## config.mk

```make
export PLATFORM = sky130hd
export DESIGN_NAME = rate_reconfig_hs
export DESIGN_NICKNAME = d
export VERILOG_FILES = /design/src/rtl/rrh_pkg.sv /design/src/rtl/rrh_div_map.sv /design/src/rtl/rrh_pending.sv /design/src/rtl/rrh_timer.sv /design/src/rtl/rrh_ctrl.sv /design/src/rtl/rate_reconfig_hs.sv
export SDC_FILE = /design/constraint.sdc
export NUM_CORES = 1
export LEC_CHECK = 0
export BUFFER_PORTS_ARGS = -buffer_cell sky130_fd_sc_hd__buf_2
export CORE_MARGIN = 10
export CORE_UTILIZATION = 50
export CTS_CLUSTER_DIAMETER = 50
export CTS_CLUSTER_SIZE = 12
export DETAILED_ROUTE_END_ITERATION = 8
export PLACE_DENSITY = 0.78
export SYNTH_ARGS = -nofsm -noshare
export SYNTH_HDL_FRONTEND = slang
export SYNTH_SLANG_ARGS = --single-unit
```

## constraint.sdc

```tcl
create_clock -name clk -period 3.75 [get_ports clk]
set_input_delay 0.1875 -clock clk [delete_from_list [all_inputs] [get_ports clk]]
set_output_delay 0.1875 -clock clk [all_outputs]
set_load 0.02 [all_outputs]
```

## src/rtl/rrh_pkg.sv

```systemverilog
// Package: shared codes and types for the rate reconfiguration handshake.
// Assumes two-bit rate codes; code 3 is reserved and never accepted.
package rrh_pkg;

    localparam int RATE_W = 2;

    localparam logic [RATE_W-1:0] CODE_LOW  = 2'd0;
    localparam logic [RATE_W-1:0] CODE_MID  = 2'd1;
    localparam logic [RATE_W-1:0] CODE_HIGH = 2'd2;

    typedef enum logic [2:0] {
        ST_IDLE = 3'd0,
        ST_ASK  = 3'd1,
        ST_ARM  = 3'd2,
        ST_BUSY = 3'd3,
        ST_DONE = 3'd4
    } hs_state_e;

    // True for the three supported rate codes.
    function automatic logic rate_legal(input logic [RATE_W-1:0] code);
        return code != 2'd3;
    endfunction

endpackage

```

## src/rtl/rrh_div_map.sv

```systemverilog
// Module: maps a rate code onto the transmit PLL divide ratio.
// Assumes every rate derives from the same reference clock, so a rate
// differs from another only in its integer divider.
module rrh_div_map #(
    parameter int DIV_W    = 8,
    parameter int DIV_LOW  = 12,
    parameter int DIV_MID  = 20,
    parameter int DIV_HIGH = 40
) (
    input  logic [rrh_pkg::RATE_W-1:0] code,
    output logic [DIV_W-1:0]           div
);
    import rrh_pkg::*;

    // Purpose: pick the divider for the given code (reserved code keeps low rate).
    always_comb begin
        unique case (code)
            CODE_MID:  div = DIV_W'(DIV_MID);
            CODE_HIGH: div = DIV_W'(DIV_HIGH);
            default:   div = DIV_W'(DIV_LOW);
        endcase
    end

endmodule

```

## src/rtl/rrh_pending.sv

```systemverilog
// Module: one-entry holding slot for incoming rate requests.
// Assumes the controller pulses 'take' only when the slot is valid. A new
// legal request overwrites the held one; a reserved code is refused.
module rrh_pending (
    input  logic                       clk,
    input  logic                       rst_n,
    input  logic                       new_valid,
    input  logic [rrh_pkg::RATE_W-1:0] new_code,
    input  logic                       take,
    output logic                       pend_valid,
    output logic [rrh_pkg::RATE_W-1:0] pend_code
);
    import rrh_pkg::*;

    logic accept;
    assign accept = new_valid && rate_legal(new_code);

    // Purpose: capture legal requests, release the slot when the controller takes it.
    always_ff @(posedge clk) begin
        if (!rst_n) begin
            pend_valid <= 1'b0;
            pend_code  <= CODE_LOW;
        end else if (accept) begin
            pend_valid <= 1'b1;
            pend_code  <= new_code;
        end else if (take) begin
            pend_valid <= 1'b0;
        end
    end


    capture_chk: assert property (@(posedge clk) disable iff (!rst_n)
        accept |=> (pend_valid && pend_code == $past(new_code)));


    refuse_chk: assert property (@(posedge clk) disable iff (!rst_n)
        (new_valid && !rate_legal(new_code) && !take) |=> $stable(pend_valid) && $stable(pend_code));

endmodule

```

## src/rtl/rrh_timer.sv

```systemverilog
// Module: per-phase watchdog counter for the handshake.
// Assumes 'restart' is high on every phase change and that the limit is
// altered only while no phase is active. A zero limit never expires.
module rrh_timer #(
    parameter int TMO_W = 16
) (
    input  logic             clk,
    input  logic             rst_n,
    input  logic             active,
    input  logic             restart,
    input  logic [TMO_W-1:0] limit,
    output logic             expire
);
    localparam logic [TMO_W-1:0] CNT_MAX = {TMO_W{1'b1}};

    logic [TMO_W-1:0] cnt_q;

    // Purpose: count cycles spent in the current waiting phase, saturating.
    always_ff @(posedge clk) begin
        if (!rst_n || restart || !active) begin
            cnt_q <= '0;
        end else if (cnt_q != CNT_MAX) begin
            cnt_q <= cnt_q + 1'b1;
        end
    end

    assign expire = active && (limit != '0) && (cnt_q >= limit - 1'b1);


    cnt_bound_chk: assert property (@(posedge clk) disable iff (!rst_n)
        (active && limit != '0 && $stable(limit)) |-> cnt_q < limit);

endmodule

```

## src/rtl/rrh_ctrl.sv

```systemverilog
// Module: sequencer for the request / acknowledge / busy exchange.
// Assumes user logic raises ack before busy and owns the busy level;
// progress on an edge always wins over an expiring timer.
module rrh_ctrl #(
    parameter logic [rrh_pkg::RATE_W-1:0] DEFAULT_RATE = 2'd0
) (
    input  logic                       clk,
    input  logic                       rst_n,
    input  logic                       pend_valid,
    input  logic [rrh_pkg::RATE_W-1:0] pend_code,
    input  logic                       ack,
    input  logic                       busy,
    input  logic                       expire,
    output logic                       take,
    output logic                       waiting,
    output logic                       restart,
    output logic                       in_req,
    output logic                       in_op,
    output logic                       done,
    output logic                       err,
    output logic [rrh_pkg::RATE_W-1:0] target,
    output logic [rrh_pkg::RATE_W-1:0] cur_rate
);
    import rrh_pkg::*;

    hs_state_e state_q, state_d;
    logic      timed_out;

    // Purpose: next-state decision; progress is checked before the timeout.
    always_comb begin
        state_d   = state_q;
        take      = 1'b0;
        timed_out = 1'b0;
        unique case (state_q)
            ST_IDLE: if (pend_valid) begin
                take    = 1'b1;
                state_d = ST_ASK;
            end
            ST_ASK: if (ack) state_d = ST_ARM;
                    else if (expire) begin state_d = ST_IDLE; timed_out = 1'b1; end
            ST_ARM: if (busy) state_d = ST_BUSY;
                    else if (expire) begin state_d = ST_IDLE; timed_out = 1'b1; end
            ST_BUSY: if (!busy) state_d = ST_DONE;
                     else if (expire) begin state_d = ST_IDLE; timed_out = 1'b1; end
            ST_DONE: state_d = ST_IDLE;
            default: state_d = ST_IDLE;
        endcase
    end

    // Purpose: state, target, committed rate and error pulse registers.
    always_ff @(posedge clk) begin
        if (!rst_n) begin
            state_q  <= ST_IDLE;
            target   <= DEFAULT_RATE;
            cur_rate <= DEFAULT_RATE;
            err      <= 1'b0;
        end else begin
            state_q <= state_d;
            err     <= timed_out;
            if (take) target <= pend_code;
            if (state_q == ST_DONE) cur_rate <= target;
        end
    end

    assign waiting = (state_q == ST_ASK) || (state_q == ST_ARM) || (state_q == ST_BUSY);
    assign restart = (state_d != state_q);
    assign in_req  = (state_q == ST_ASK);
    assign in_op   = (state_q != ST_IDLE);
    assign done    = (state_q == ST_DONE);


    commit_chk: assert property (@(posedge clk) disable iff (!rst_n)
        done |=> cur_rate == $past(target));


    target_hold_chk: assert property (@(posedge clk) disable iff (!rst_n)
        (in_op && !done) |=> $stable(target));

endmodule

```

## src/rtl/rate_reconfig_hs.sv

```systemverilog
// Module: top of the link rate reconfiguration handshake.
// Assumes a synchronous active-low reset held for at least one edge after
// power-up; user logic drives ack and busy synchronously to clk.
module rate_reconfig_hs #(
    parameter int                         DIV_W        = 8,
    parameter int                         TMO_W        = 16,
    parameter int                         DIV_LOW      = 12,
    parameter int                         DIV_MID      = 20,
    parameter int                         DIV_HIGH     = 40,
    parameter logic [rrh_pkg::RATE_W-1:0] DEFAULT_RATE = 2'd0
) (
    input  logic                       clk,
    input  logic                       rst_n,
    input  logic                       rate_req_valid,
    input  logic [rrh_pkg::RATE_W-1:0] rate_req_code,
    input  logic [TMO_W-1:0]           timeout_limit,
    input  logic                       reconfig_ack,
    input  logic                       reconfig_busy,
    output logic                       reconfig_req,
    output logic [rrh_pkg::RATE_W-1:0] reconfig_rate,
    output logic [DIV_W-1:0]           pll_div,
    output logic [rrh_pkg::RATE_W-1:0] cur_rate,
    output logic                       change_done,
    output logic                       timeout_err,
    output logic                       tx_data_valid
);
    import rrh_pkg::*;

    logic                pend_valid;
    logic [RATE_W-1:0]   pend_code;
    logic                take;
    logic                waiting;
    logic                restart;
    logic                expire;
    logic                in_req;
    logic                in_op;
    logic [RATE_W-1:0]   target;

    rrh_pending u_pending (
        .clk        (clk),
        .rst_n      (rst_n),
        .new_valid  (rate_req_valid),
        .new_code   (rate_req_code),
        .take       (take),
        .pend_valid (pend_valid),
        .pend_code  (pend_code)
    );

    rrh_timer #(.TMO_W(TMO_W)) u_timer (
        .clk     (clk),
        .rst_n   (rst_n),
        .active  (waiting),
        .restart (restart),
        .limit   (timeout_limit),
        .expire  (expire)
    );

    rrh_ctrl #(.DEFAULT_RATE(DEFAULT_RATE)) u_ctrl (
        .clk        (clk),
        .rst_n      (rst_n),
        .pend_valid (pend_valid),
        .pend_code  (pend_code),
        .ack        (reconfig_ack),
        .busy       (reconfig_busy),
        .expire     (expire),
        .take       (take),
        .waiting    (waiting),
        .restart    (restart),
        .in_req     (in_req),
        .in_op      (in_op),
        .done       (change_done),
        .err        (timeout_err),
        .target     (target),
        .cur_rate   (cur_rate)
    );

    assign reconfig_req  = in_req;
    assign tx_data_valid = !in_op;
    assign reconfig_rate = in_op ? target : cur_rate;

    rrh_div_map #(
        .DIV_W    (DIV_W),
        .DIV_LOW  (DIV_LOW),
        .DIV_MID  (DIV_MID),
        .DIV_HIGH (DIV_HIGH)
    ) u_div (
        .code (reconfig_rate),
        .div  (pll_div)
    );


    req_drop_chk: assert property (@(posedge clk) disable iff (!rst_n)
        (reconfig_req && reconfig_ack) |=> !reconfig_req);


    quiet_during_req_chk: assert property (@(posedge clk) disable iff (!rst_n)
        (reconfig_req || change_done) |-> !tx_data_valid);


    pulse_excl_chk: assert property (@(posedge clk) disable iff (!rst_n)
        !(change_done && timeout_err));


    rate_hold_chk: assert property (@(posedge clk) disable iff (!rst_n)
        !change_done |=> $stable(cur_rate));


    done_single_chk: assert property (@(posedge clk) disable iff (!rst_n)
        change_done |=> !change_done);

endmodule

```

After elaboration in Yosys (flattened, before gate mapping)
Index checks and enable logic that the tools add are counted.
Storage, ports and cells
  RAM bits: 0
  memories: 0
  logic and storage cells: 50
  bits in registers: 27
  ROM bits: 0
  bits in latches: 0
  output and inout port bits: 16
  input bits: 23
Cells by class
  magnitude comparators: 1
  $add $sub $neg: 2
  bitwise operators: 0
  multiply operators: 0
  multiplexer cells: 17
  div/mod/pow operators: 0
  reductions and logical operators: 14
  shifts and indexed selects: 0
  eq/ne operators: 9
Operators with widths (count)
  16-bit by 1-bit adder with 16-bit output, second input constant: 1
  16-bit greater-or-equal comparator: 1
  16-bit inequality test, second input constant: 1
  16-bit nonzero test: 1
  16-bit by 1-bit subtractor with 16-bit output, second input constant: 1
  3-bit two-way mux: 5
  3-bit one-hot mux with 4 select lines: 1
  6-bit one-hot mux with 2 select lines: 1
  1-bit two-way mux: 8
  3-bit by 2-bit equality test with 1-bit output, second input constant: 2
  1-bit logical OR: 4
  3-bit by 1-bit equality test with 1-bit output, second input constant: 1
  3-bit equality test, second input constant: 1
  1-bit logical AND: 3
  1-bit logical NOT: 3
  3-bit logical NOT: 1
  3-bit inequality test: 1
  1-bit one-hot mux with 3 select lines: 1
  3-bit nonzero test: 1
  2-bit by 1-bit equality test with 1-bit output, second input constant: 1
  2-bit equality test, second input constant: 1
  2-bit two-way mux: 1
  2-bit inequality test, second input constant: 1
  2-bit nonzero test: 1

Logic depth before layout (Yosys ltp)
Gate-level depths: netlist of the first run.
  depth in word-level cells: 11
  mapped depth: 15
  mapped depth without buffers: 13

Hierarchy
Synthesis of the first run repeated with hierarchy kept, for this count alone.
Second synthesis, totals
  cell total of the unflattened synthesis: 240
  area, all modules: 1985.7 µm²
Modules (own cells, without submodules)
  rrh_timer: sequential area each 320.3 µm², cells an instance 167, area an instance 1352.5 µm², instances 1
  rrh_ctrl: sequential area each 160.2 µm², cells an instance 50, area an instance 425.4 µm², instances 1
  rrh_pending: sequential area each 60.1 µm², cells an instance 11, area an instance 120.1 µm², instances 1
  rrh_div_map: sequential area each 0.0 µm², cells an instance 9, area an instance 61.3 µm², instances 1
  rate_reconfig_hs: sequential area each 0.0 µm², cells an instance 3, area an instance 26.3 µm², instances 1

Least setup slack after synthesis of the first run
OpenSTA, ideal clock, no wires.
  path kind: input port to flip-flop
  from: input port timeout_limit[0]
  to: register u_timer.cnt_q[9]
  buffers on the path: 2
  setup slack: 0.673 ns
  setup time: 0.120 ns
  cell stages on the path: 14
  required time: 3.630 ns
  data arrival time: 2.958 ns
  path through: inv_1 ha_1 or3b_1 buf_2 or3_1 xor2_1 ha_1 nand2_1 a211o_1 o41ai_2 o31ai_4 a21oi_4 buf_6 nor3_2
Between the ends
  longest elaborated chain between the ends: 9
  elaborated cells on any way between the ends: 13
  classes of those cells: 1 x add/sub; 1 x order compare; 1 x eq/ne; 5 x mux; 5 x reduce/logical
Ends and longest elaborated chain
  from (decl): RTL line rate_reconfig_hs.sv:16  | input logic [TMO_W-1:0] timeout_limit,
  16-bit by 1-bit subtractor with 16-bit output or 16-bit nonzero test (tied branches): RTL line rrh_timer.sv:27  | assign expire = active && (limit != '0) && (cnt_q >= limit - 1'b1);
  16-bit greater-or-equal comparator or 1-bit logical AND (tied branches): RTL line rrh_timer.sv:27
  1-bit logical AND (*): RTL line rrh_timer.sv:27
  3-bit two-way mux (*): RTL line rrh_ctrl.sv:40, rrh_ctrl.sv:42, rrh_ctrl.sv:44
  3-bit two-way mux, on equally long branches: RTL line rrh_ctrl.sv:43, rrh_ctrl.sv:39, rrh_ctrl.sv:41
  3-bit one-hot mux with 4 select lines (*): RTL line rrh_ctrl.sv:34  | unique case (state_q)
  3-bit inequality test (*): RTL line rrh_ctrl.sv:66  | assign restart = (state_d != state_q);
  1-bit logical OR (*) (2 in a row): RTL line rrh_timer.sv:20  | if (!rst_n || restart || !active) begin
  to (signal assigned): RTL line rrh_timer.sv:23  | cnt_q <= cnt_q + 1'b1;
  to (decl): RTL line rrh_timer.sv:16  | logic [TMO_W-1:0] cnt_q;
Every way passes the cells marked *; elsewhere a longest branch is shown, timed or not.
A chain may end at the register's enable or synchronous reset.

Worst setup path in the final report of the first run
  from: input port timeout_limit[0]
  to: register u_timer.cnt_q[12]
The elaborated chain is that of the path after synthesis.

==> impl_metrics.py, run 1 <==
metrics = {
    "clocking": {
        "cts_inserted_buffers": 3,
        "tritoncts": "done",
        "clock_sinks": 27,
        "clkSlewWorstSetupHoldPaths_ns": 0.10,
        "clk_latency_ns": 0.27,
        "ctsHtreeMaxLevel": 1,
        "clock-root-buffer": "clkbuf_8",
        "cts-hold-fix-buffers": 0,
        "cts.path.max_buffers": 2,
        "post_cts_buffers": 0,
        "cts_resized": 0,
    },
    "critical_path": {
        "setup.worst_path.end_class": "flip-flop",
        "critPathTopFamily": "simple AND/OR/NAND/NOR gates",
        "crit_type": "input pin to flip-flop",
        "cp.required_ns": 3.91,
        "reg2regPathDepth": 8,
        "cp_num_buf_inv": 3,
        "r2r_slack_ns": 1.09,
        "cp_slowest_cell": "o41ai_2",
        "timing.rr.end": "u_timer.cnt_q[14]",
        "critPathLaunchType": "input pin",
        "crit_fanout": 16,
        "reg2reg_from": "u_timer.cnt_q[0]",
        "crit_chain": "buf_2 -> inv_1 -> ha_1 -> or3b_1 -> nor3_4 -> nand3b_1 -> xor2_1 -> ha_1 -> nand4_1 -> o41ai_2 -> o31ai_4 -> a21oi_4 -> buf_4 -> nor3_1",
        "worstPathArrival_ns": 3.26,
        "path_common_cell": "ha_1",
        "cpPeakStageDelay_ns": 0.56,
    },
    "timing": {
        "setup_viol": 0,
        "clock_skew_ns": 0.00375,
        "rsz0062_at_grt": "no",
        "relSlewSlack": 0.581,
        "max_freq_mhz": 323,
        "min_period_ns": 3.10,
        "tns_ns": 0,
        "worstMarginPinSlew_ns": 0.626,
        "hold_viol_final": 0,
        "slew_viol_final": 0,
        "period_share": 0.827,
        "setup_ws_ns": 0.650,
    },
    "logic_synthesis": {
        "async_flop_share": 0,
        "syn_area_um2": 2100,
        "netlist_instances": 242,
        "synth_edf_count": 0,
        "avgSynthCellArea_um2": 8.67,
        "ys_warn_count": 0,
        "synth_flop_cell": "dfxtp_1",
        "synth-seq-cells": 27,
        "ys_types": 51,
        "ys_seq_area_frac": 0.258,
    },
    "min_path": {
        "whs_endpoint": "u_ctrl.state_q[2]",
        "hp-class": "input pin to flip-flop",
        "min_path_cells": 2,
        "worstHoldStart": "reconfig_busy",
    },
    "die": {
        "die_w_um": 84.8,
        "start_util": 0.521,
        "core_area_um2": 4030,
        "pin_count": 39,
        "die-area_um2": 7190,
        "num_rows": 23,
        "die_y_um": 84.8,
    },
    "global_route": {
        "use_met3": 0.0232,
        "grt_pass1_vias": 1804,
        "grt_pass1_wl_mm": 7.95,
        "groute.usage.overall": 0.127,
        "grt_max_degree": 17,
        "antenna_found_initial": 0,
        "busiest_layer": "met2",
        "use_met1": 0.155,
        "grt_remaining_overflow": 0,
        "gr-usage-met2": 0.218,
    },
    "layout": {
        "nNetsFinal": 317,
        "fin_util": 0.579,
        "final_cells": 325,
        "multi_input_area_um2": 1460,
        "regArea_um2": 541,
        "drive_gt1_frac": 0.244,
        "antennaDiodeCount": 0,
        "area_growth_pct": 11.2,
        "fillers": 363,
    },
    "run_status": {
        "outcome": "completed",
    },
    "power_and_ir_drop": {
        "p_int_uw": 414,
        "power.switching_uw": 173,
        "vdd_drop_max_mv": 0.157,
        "finalPower_uw": 587,
        "swShare": 0.294,
        "seq_power_share": 0.518,
        "powerDensity_nw_per_um2": 251,
        "combPwrFrac": 0.194,
        "p_leak_uw": 0.000937,
        "clkPwrFrac": 0.288,
    },
    "placed_design": {
        "dp_cells": 321,
        "place.gp.congestion": 0.874,
        "dpl.hpwl_mm": 3.60,
        "numPortBuffers": 34,
        "dp_slack_ns": 0.339,
    },
    "drt": {
        "firstDrtPassIters": 4,
        "drt_wl_total_mm": 4.41,
        "vias": 1810,
        "antenna_left": 0,
        "wl_per_cell_um": 13.6,
        "drc": 0,
        "dr.first_iter.drc_count": 99,
        "viasPerCell": 5.57,
    },
    "flow_run": {
        "maxCapViolCount": 0,
    },
}
-- synthesized netlist by cell type, types with 2 or more instances --
library cell,n,area share
dfxtp_1,27,0.26
nand2_1,24,0.043
nor2_1,19,0.034
ha_1,18,0.11
xnor2_1,16,0.067
inv_1,12,0.021
nor3_2,12,0.057
a21oi_1,11,0.026
nor3_1,10,0.024
nand3_1,8,0.019
xor2_1,8,0.033
a21boi_0,5,0.018
nand2b_1,5,0.015
buf_4,4,0.014
mux2i_1,4,0.019
nand4_1,4,0.012
a2111oi_2,3,0.021
a21o_1,3,0.011
and4_1,3,0.013
nor4_1,3,0.0089
or3_1,3,0.0089
a211oi_2,2,0.012
a31oi_1,2,0.0060
and2_1,2,0.0060
and3_1,2,0.0060
buf_6,2,0.011
clkbuf_1,2,0.0036
nor2b_1,2,0.0060
o21ai_0,2,0.0048
o21ai_1,2,0.0048
o221a_2,2,0.011
-- sequential cells by signal, indices dropped and copies added (netlist names) --
signal and count:
u_ctrl.target 2, u_pending.pend_valid 1, u_timer.cnt_q 16, u_ctrl.err 1, u_ctrl.state_q 3, u_pending.pend_code 2, u_ctrl.cur_rate 2
-- power groups by stage --
stage          sequential [µW]  combinational (µW)  clock (µW)
4_1_cts                    304                 115         177
6_report                   304                 114         169
3_5_place_dp               310                 114           0
3_3_place_gp               310                 112           0
5_1_grt                    306                 128         190
2_1_floorplan              303                90.3           0
-- cell families (layout without fill, tap and decap cells) --
logic type / after synthesis / count (layout) / synth area share
mux: 4 / 4 / 0.0191
compound gates: 42 / 42 / 0.171
xor+xnor: 24 / 24 / 0.100
flops: 27 / 27 / 0.258
buf+inv: 21 / 51 / 0.0525
simple gates: 105 / 105 / 0.291
fa+ha+maj: 18 / 18 / 0.107
other cells: 1 / 4 / 0.00179
-- placed cells by master, fill, tap and decap left out, types with 3 or more instances in the layout --
master	count
buf_2	34
dfxtp_1	27
nand2_1	24
nor2_1	19
ha_1	18
xnor2_1	16
inv_1	12
nor3_2	12
a21oi_1	11
nor3_1	10
xor2_1	8
nand3_1	8
nand2b_1	5
a21boi_0	5
mux2i_1	4
nand4_1	4
conb_1	4
or3_1	3
nor4_1	3
and4_1	3
a21o_1	3
a2111oi_2	3
clkbuf_8	3
-- final cells by class --
class / count / share of cell area
clock buffer: 3 / 0.0177
clock inverter: 1 / 0.00322
tap: 50 / 0.0268
timing repair buffer: 35 / 0.0761
inverter: 12 / 0.0193
sequential: 27 / 0.232
multi-input combinational: 197 / 0.625
-- per-stage QoR --
| step | hold WS, ns | area, µm² |
|---|---|---|
| 2_1_floorplan | 0.264 | 2110 |
| 3_3_place_gp | 0.443 | 2280 |
| 3_5_place_dp | 0.449 | 2280 |
| 4_1_cts | 0.144 | 2330 |
| 5_1_grt | 0.172 | 2330 |
| 6_report | 0.158 | 2330 |
-- routing by layer --
metal / vias up / routed length [µm]
met5: - / 0
met4: 0 / 70
met3: 6 / 194
met2: 36 / 2100
met1: 830 / 2050
li1: 938 / -
-- worst max-delay path by stage --
stage,startpoint,end,slack [ns],cells after the start
floorplan,timeout_limit[0],u_timer.cnt_q[9],0.67,14
global placement,timeout_limit[0],u_timer.cnt_q[12],0.44,14
detailed placement,timeout_limit[0],u_timer.cnt_q[12],0.34,14
CTS,timeout_limit[0],u_timer.cnt_q[12],0.65,14
global route,timeout_limit[0],u_timer.cnt_q[12],0.44,13
finish,timeout_limit[0],u_timer.cnt_q[12],0.65,14
Power figures use the tool's default switching activity.
==> run 2: changes to the inputs <==
--- a/config.mk
+++ b/config.mk
@@ -11,7 +11,7 @@
 export CTS_CLUSTER_DIAMETER = 50
 export CTS_CLUSTER_SIZE = 12
 export DETAILED_ROUTE_END_ITERATION = 8
-export PLACE_DENSITY = 0.78
+export PLACE_DENSITY = 0.81
 export SYNTH_ARGS = -nofsm -noshare
 export SYNTH_HDL_FRONTEND = slang
 export SYNTH_SLANG_ARGS = --single-unit
==> constraint.sdc (replaced) <==
create_clock -name clk -period 2.8 [get_ports clk]
set_input_delay 0.14 -clock clk [delete_from_list [all_inputs] [get_ports clk]]
set_output_delay 0.14 -clock clk [all_outputs]
set_load 0.02 [all_outputs]
==> run 2 against run 1 <==
Against the previous run:
- clock power up 33%
- flip-flop and latch count unchanged
- utilization up 11 points
- count of clock-buffer cells in the layout up 1
- die area unchanged
- global-route usage up 1.4 points
- first-iteration DRC count up 22%
- power up 43%
- hold slack worse by 0.041 ns
- non-clock buffer count up 29
- final cell count up 9.2%
- combinational power up 82%
==> impl_metrics.py, run 2 (synthesis results as in run 1) <==
metrics = {
    "drt": {
        "dr.first_iter.drc_count": 121,
        "antenna_left": 0,
        "firstDrtPassIters": 4,
        "vias": 1967,
        "drt_wl_total_mm": 5.39,
        "wl_per_cell_um": 15.2,
        "viasPerCell": 5.54,
        "drc": 0,
    },
    "global_route": {
        "use_met1": 0.169,
        "grt_pass1_vias": 1910,
        "grt_max_degree": 15,
        "busiest_layer": "met2",
        "gr-usage-met2": 0.252,
        "grt_pass1_wl_mm": 8.76,
        "grt_remaining_overflow": 0,
        "use_met3": 0.0184,
        "groute.usage.overall": 0.141,
        "antenna_found_initial": 0,
    },
    "layout": {
        "layout_common_cells": "31 x buf_2, 27 x dfxtp_1, 24 x buf_4, 23 x nand2_1, 18 x nor2_1",
        "area_growth_pct": 31.7,
        "largest_register_ffs": 16,
        "nNetsFinal": 347,
        "postLayoutCellArea_um2": 2760,
        "final_common_cell": "buf_2",
        "max_flop_register": "u_timer.cnt_q",
        "antennaDiodeCount": 0,
        "drive_gt1_frac": 0.354,
        "largest_registers": "u_timer.cnt_q: 16 flops, u_ctrl.state_q: 3 flops",
    },
    "die": {
        "pin_count": 39,
        "start_util": 0.521,
        "die-area_um2": 7190,
        "core_area_um2": 4030,
        "num_rows": 23,
        "die_y_um": 84.8,
        "die_w_um": 84.8,
    },
    "power_and_ir_drop": {
        "power.switching_uw": 250,
        "swShare": 0.298,
        "p_int_uw": 589,
        "clkPwrFrac": 0.267,
        "powerDensity_nw_per_um2": 304,
        "combPwrFrac": 0.247,
        "seq_power_share": 0.486,
        "p_leak_uw": 0.00114,
        "vdd_drop_max_mv": 0.192,
    },
    "clocking": {
        "cts.path.max_buffers": 2,
        "clkSlewWorstSetupHoldPaths_ns": 0.09,
        "clock_sinks": 27,
        "clk_latency_ns": 0.27,
        "cts_inserted_buffers": 3,
        "cts-hold-fix-buffers": 0,
        "tritoncts": "done",
        "ctsHtreeMaxLevel": 1,
        "clock-root-buffer": "clkbuf_8",
    },
    "placed_design": {
        "place.gp.congestion": 0.899,
        "dpl.hpwl_mm": 4.03,
        "dp_slack_ns": -0.386,
        "numPortBuffers": 34,
        "post_dp_cell_area_um2": 2500,
    },
    "timing": {
        "worstMarginPinSlew_ns": 0.527,
        "clock_skew_ns": 0.00150,
        "relSlewSlack": 0.647,
        "period_share": 0.997,
        "hold_viol_final": 0,
        "setup_ws_ns": 0.00963,
        "rsz0062_at_grt": "yes",
        "setup_viol": 0,
        "slew_viol_final": 0,
        "min_period_ns": 2.79,
        "max_freq_mhz": 358,
    },
    "critical_path": {
        "setup.worst_path.end_class": "flip-flop",
        "critPathLaunchType": "input pin",
        "reg2reg_from": "u_timer.cnt_q[0]",
        "cp.required_ns": 2.98,
        "crit_fanout": 4,
        "worstPathArrival_ns": 2.97,
        "crit_start": "timeout_limit[10]",
        "crit_type": "input pin to flip-flop",
    },
    "flow_run": {
        "maxCapViolCount": 0,
    },
    "run_status": {
        "outcome": "completed",
    },
    "min_path": {
        "worstHoldStart": "reconfig_busy",
        "hp-class": "input pin to flip-flop",
    },
}
[run 2: cell types whose count changed in the layout (fill, tap and decap cells not counted), moves of 2 or more]
| cell | previous run | this run |
|---|---|---|
| buf_6 | 0 | 7 |
| a2111oi_4 | 0 | 3 |
| or3_4 | 0 | 2 |
| or3_1 | 3 | 1 |
| buf_2 | 34 | 31 |
| buf_4 | 1 | 24 |
| buf_12 | 0 | 2 |
| a2111oi_2 | 3 | 0 |
| inv_1 | 12 | 10 |
| nor3_1 | 10 | 8 |
[run 2: critical path, cell delays in order]
cell and delay (ns):
buf_6 0.09, or4_4 0.56, nor3_4 0.22, nand3b_1 0.12
xor2_1 0.16, ha_1 0.33, a21o_1 0.18, o21ai_2 0.18
o41ai_4 0.12, buf_4 0.16, o31ai_4 0.29, buf_6 0.16
nand2_8 0.07, a2111oi_4 0.20
[run 2: power by group through the flow]
| stage | combinational (µW) | sequential (µW) | clock (µW) |
|---|---|---|---|
| 6_report | 207 | 407 | 224 |
| 5_1_grt | 231 | 410 | 241 |
| 4_1_cts | 184 | 407 | 228 |
| 3_5_place_dp | 182 | 416 | 0 |
| 3_3_place_gp | 177 | 416 | 0 |
| 2_1_floorplan | 126 | 406 | 0 |
[run 2: worst paths after layout]
check             slack [ns]  cells after the start                 end
setup / recovery        0.01                     14   u_timer.cnt_q[13]
hold / removal          0.12                      2   u_ctrl.state_q[2]
setup reg to reg        0.26                     11   u_timer.cnt_q[13]
hold reg to reg         0.48                      2  u_ctrl.cur_rate[1]
[run 2: metrics by stage]
stage               hold slack (ns)  instances  total power (µW)  utilization  setup TNS [ns]
global placement              0.394        342               593        0.621           -4.23
floorplan                     0.217        245               531            -           -1.02
detailed placement            0.401        342               598        0.621           -5.72
finish                        0.116        355               839        0.686               0
CTS                           0.106        346               819        0.636        -0.00984
global route                  0.132        355               882        0.686           -2.22
[run 2: final cells by class]
class                           instances  area, µm²
Timing Repair Buffer                   64        454
Tap cell                               50       62.6
Clock buffer                            4       45.0
Fill cell                             288       1260
Inverter                               12       60.1
Multi-Input combinational cell        198       1600
Sequential cell                        27        541
[run 2: what timing repair did]
item / 4_1_cts / 5_1_grt
gates cloned: 0 / 1
pin swaps: 1 / 17
resized for setup: 4 / 25
setup endpoints to repair: 15 / 17
buffers inserted: 0 / 8
[run 2: metal layers]
layer	share of wire	vias up
met1	0.41	920
met5	0	-
met2	0.52	48
met3	0.046	10
li1	-	989
met4	0.022	0
